**src/rtl/sop_stamp_router.sv**
```systemverilog
module sop_stamp_router #(
  parameter int TS_W  = 32,
  parameter int NPORT = 6,
  parameter int NSEG  = 8
) (
  input  logic                  clk,
  input  logic                  rst_n,
  input  logic [TS_W-1:0]       ts_count,
  input  logic [NSEG-1:0]       seg_sop,
  input  logic [NSEG-1:0]       seg_short,
  input  logic                  mode_seg,
  input  logic [NPORT-1:0]      port_en,
  output logic [NPORT*TS_W-1:0] ts_out,
  output logic [NPORT-1:0]      ts_vld,
  output logic [NPORT-1:0]      ts_short
);
  localparam int HALF    = NSEG / 2;
  localparam int HI_LANE = 2;

  logic [NPORT-1:0] nxt_v, nxt_s;
  logic lo_hit, lo_sh, hi_hit, hi_sh;

  always_comb begin
    lo_hit = 1'b0;
    lo_sh  = 1'b0;
    hi_hit = 1'b0;
    hi_sh  = 1'b0;
    for (int i = HALF - 1; i >= 0; i--) begin
      if (seg_sop[i]) begin
        lo_hit = 1'b1;
        lo_sh  = seg_short[i];
      end
      if (seg_sop[i+HALF]) begin
        hi_hit = 1'b1;
        hi_sh  = seg_short[i+HALF];
      end
    end
  end

  always_comb begin
    nxt_v = '0;
    nxt_s = '0;
    if (mode_seg) begin
      nxt_v[0]       = lo_hit & port_en[0];
      nxt_s[0]       = lo_sh & lo_hit & port_en[0];
      nxt_v[HI_LANE] = hi_hit & port_en[0];
      nxt_s[HI_LANE] = hi_sh & hi_hit & port_en[0];
    end else begin
      for (int k = 0; k < NPORT; k++) begin
        nxt_v[k] = seg_sop[k] & port_en[k];
        nxt_s[k] = seg_short[k] & seg_sop[k] & port_en[k];
      end
    end
  end

  always_ff @(posedge clk) begin
    if (!rst_n) begin
      ts_vld   <= '0;
      ts_short <= '0;
      ts_out   <= '0;
    end else begin
      ts_vld   <= nxt_v;
      ts_short <= nxt_s;
      for (int k = 0; k < NPORT; k++)
        ts_out[k*TS_W +: TS_W] <= nxt_v[k] ? ts_count : '0;
    end
  end
endmodule


```
**config.mk**
```make
export PLATFORM = sky130hd
export DESIGN_NAME = sop_stamp_router
export DESIGN_NICKNAME = d
export VERILOG_FILES = /design/src/rtl/sop_stamp_router.sv
export SDC_FILE = /design/constraint.sdc
export NUM_CORES = 1
export LEC_CHECK = 0
export ABC_CLOCK_PERIOD_IN_PS = 2500
export BUFFER_PORTS_ARGS = -buffer_cell sky130_fd_sc_hd__buf_4
export CORE_UTILIZATION = 49
export CTS_CLUSTER_SIZE = 16
export DETAILED_ROUTE_END_ITERATION = 8
export PLACE_DENSITY = 0.83
export SKIP_CTS_REPAIR_TIMING = 1
export SLEW_MARGIN = 20
export SYNTH_ARGS = -nofsm -noshare
export SYNTH_HDL_FRONTEND = slang
export SYNTH_SLANG_ARGS = --single-unit
```
**constraint.sdc**
```tcl
create_clock -name clk -period 2.5 [get_ports clk]
set_input_delay 0.125 -clock clk [delete_from_list [all_inputs] [get_ports clk]]
set_output_delay 0.125 -clock clk [all_outputs]
set_load 0.01 [all_outputs]
```
==> key figures <==
Outcome
  – Outcome: finished clean

Clock tree
  – Clk buf depth: 3
  – CTS tree: built
  – H-tree depth: 1
  – Sink Count: slightly above 200
  – Root buf cell: clkbuf_16
  – CTS buffer count: 19
  – Clock-pin slew on the worst setup and hold paths: 0.06 ns

Setup path
  – Worst EP required: about 2.9 ns
  – CP startpoint kind: input port
  – Most frequent CP cell: dlygate4sd3_1
  – Max FO, Critical Path: 2
  – Slowest cell delay on critical path: ~0.56 ns
  – CP Cell Sequence: dlygate4sd3_1 -> buf_4 -> a2111oi_0 -> o31ai_1 -> dlygate4sd3_1
  – CP max stage cell: dlygate4sd3_1
  – CP arrival: about 1.9 ns
  – Crit end category: register
  – Kind of critical path: input port to register

Synth
  – Top post-synthesis cells by area: dfxtp_1 (71%), and2_1 (18%), and3b_1 (4.8%)
  – Post-Syn Area: 5713 sq um
  – Ys flop type: dfxtp_1
  – Post-synth EDFFs: 0
  – Synthesized instance count: roughly 450
  – Cell with the most instances after synthesis: dfxtp_1
  – Async set or reset register ratio after synthesis: 0%
  – Ys Warns: 0
  – Post-synth top area cell: dfxtp_1
  – Synth top cells by count: dfxtp_1 (204), and2_1 (164), and3b_1 (31)
  – Yosys cell types: 23
  – Yosys reg bits: slightly above 200
  – Post-Syn Nets: roughly 500
  – Top cell type's share of synthesized area: 71.48%
  – Syn Area/Cell: 12.61 sq um
  – Sequential area share after synthesis: a little under three quarters

STA
  – Slew HR: 47.54%
  – Slew Viols, Final: 0
  – Peak Freq: roughly 650 MHz
  – Tcrit/Tclk final: between 60 and 70%
  – Setup TNS: 0 ns
  – RSZ-0062 raised after global routing: false
  – Final hold vios: 0
  – Min Tclk post-route: around 1.5 ns
  – Worst-margin pin slew: 0.7869 ns
  – Final setup viols: 0
  – Hold_ws: roughly 0.076 ns

Global routing
  – Overall Global Routing Usage: between 20% and 30%
  – GR Overflow Total: 0
  – Initial antenna violation count: 0
  – First-pass GRT wire length: around 21 mm
  – Pin count of the biggest net entering global routing: 38
  – Vias in the first global route: roughly 4,000

Floorplan
  – Die Wd: ~110 microns
  – Initial core utilization: between 50% and 60%
  – Core ar.: around 11,000 sq um
  – Die Area: approximately 12,000 sq um
  – Die Ht: roughly 110 microns
  – Row count: 39
  – Ports: 261

Drt
  – DR iter-0 viols: approximately 170
  – Vias per cell: ~4.7
  – # DRC: 0
  – Post-route ant nets: 0
  – Total wire length: 15.65 mm
  – Via count: roughly 4,300
  – Drt pass-1 iters: 4
  – Drt wl/cell: between 15 and 20 microns

Final layout
  – Final Util: ~77%
  – Antenna cells: 0
  – Finished Layout Cells: roughly 900
  – Final #Nets: a little over 800
  – Fill count: 676
  – Syn-to-layout area delta: 53.33%
  – Share of cells above drive strength 1: ~39%

Power and ir drop
  – Pwr Total: about 6.5 mW
  – Pleak: between 4 and 5 nW
  – Pwr per Cell Area: ~740 nW/um^2
  – Peak supply drop: ~0.62 mV

Placement
  – Final HPWL from detailed placement: around 9.9 mm
  – Port bufs: 260
  – Placer Congestion: 0.8273
  – DP Cell Count: 837

Min path
  – Hold crit path type: input port to register

Job
  – Max Cap Viol: 0
-- final timing paths --
kind  cells after the start     endpoint    startpoint  slack [ns]
max                       5  ts_short[2]  seg_short[5]        0.95
min                       4  ts_short[0]    seg_sop[1]        0.08
-- routing by layer --
metal / vias up / track usage [%] / part of all wire, %
met2: 198 / 42.63 / 52
li1: 2018 / - / -
met4: 0 / 8.286 / 2.2
met1: 2007 / 24.43 / 37
met5: - / 0 / 0
met3: 34 / 7.231 / 8.7
-- cell type report --
cell class / count / area (sq um) / area share [%]
Sequential cell: 204 / 4084 / 46.62
Timing Repair Buffer: 308 / 2415 / 27.57
Multi-Input combinational cell: 221 / 1499 / 17.11
Clock buffer: 29 / 553.0 / 6.313
Tap cell: 143 / 178.9 / 2.043
Clock inverter: 4 / 22.52 / 0.2571
Inverter: 2 / 7.507 / 0.08570
-- metrics by stage --
step,setup slack [ns],cell area (sq um)
after floorplan,1.161,5713
after global placement,0.6264,7774
after detailed placement,0.5879,7774
after CTS,1.060,8349
after global routing,0.9200,8760
final,0.9540,8760
-- cell families (layout without fill, tap and decap cells) --
kind of cell | after synthesis | after routing | synth area share, %
AND/OR/NAND/NOR | 212 | 212 | 24.84
flip-flops | 204 | 204 | 71.48
buffers and inverters | 28 | 343 | 2.343
AO/OA/AOI/OAI | 9 | 9 | 1.336
-- critical path, delay by kind of cell --
kind                   cells  cell delay [ns]
buffers and inverters      3             1.23
AO/OA/AOI/OAI              2             0.54
-- registers in the layout (all words and copies together), names as in the netlist --
signal,flops
ts_vld,6
ts_short,6
ts_out,192
-- cell usage in the layout (no fill, tap or decap) --
cell	count
nor2b_1	3
o21ai_0	1
nand2_1	2
clkbuf_1	6
dfxtp_1	204
a2111o_1	1
and3b_1	31
a21oi_1	2
and3_1	3
clkbuf_8	4
nand3_1	2
nand3b_1	1
and2_1	164
and3b_2	3
a21oi_2	1
clkinv_2	3
inv_1	2
o31ai_1	2
clkbuf_16	19
nor4bb_1	1
or4_4	1
dlygate4sd3_1	41
clkinvlp_4	1
and3_2	1
a31oi_4	1
a2111oi_0	1
buf_4	267
-- power breakdown --
part	switching, mW	internal [mW]	leakage (nW)	total (mW)
Clock	1.13	1.52	0.282	2.65
Sequential	0.0243	3.33	1.66	3.35
Combinational	0.206	0.249	2.39	0.455
Total	1.36	5.10	4.33	6.46
No activity file was read; power rests on OpenSTA's default activity.
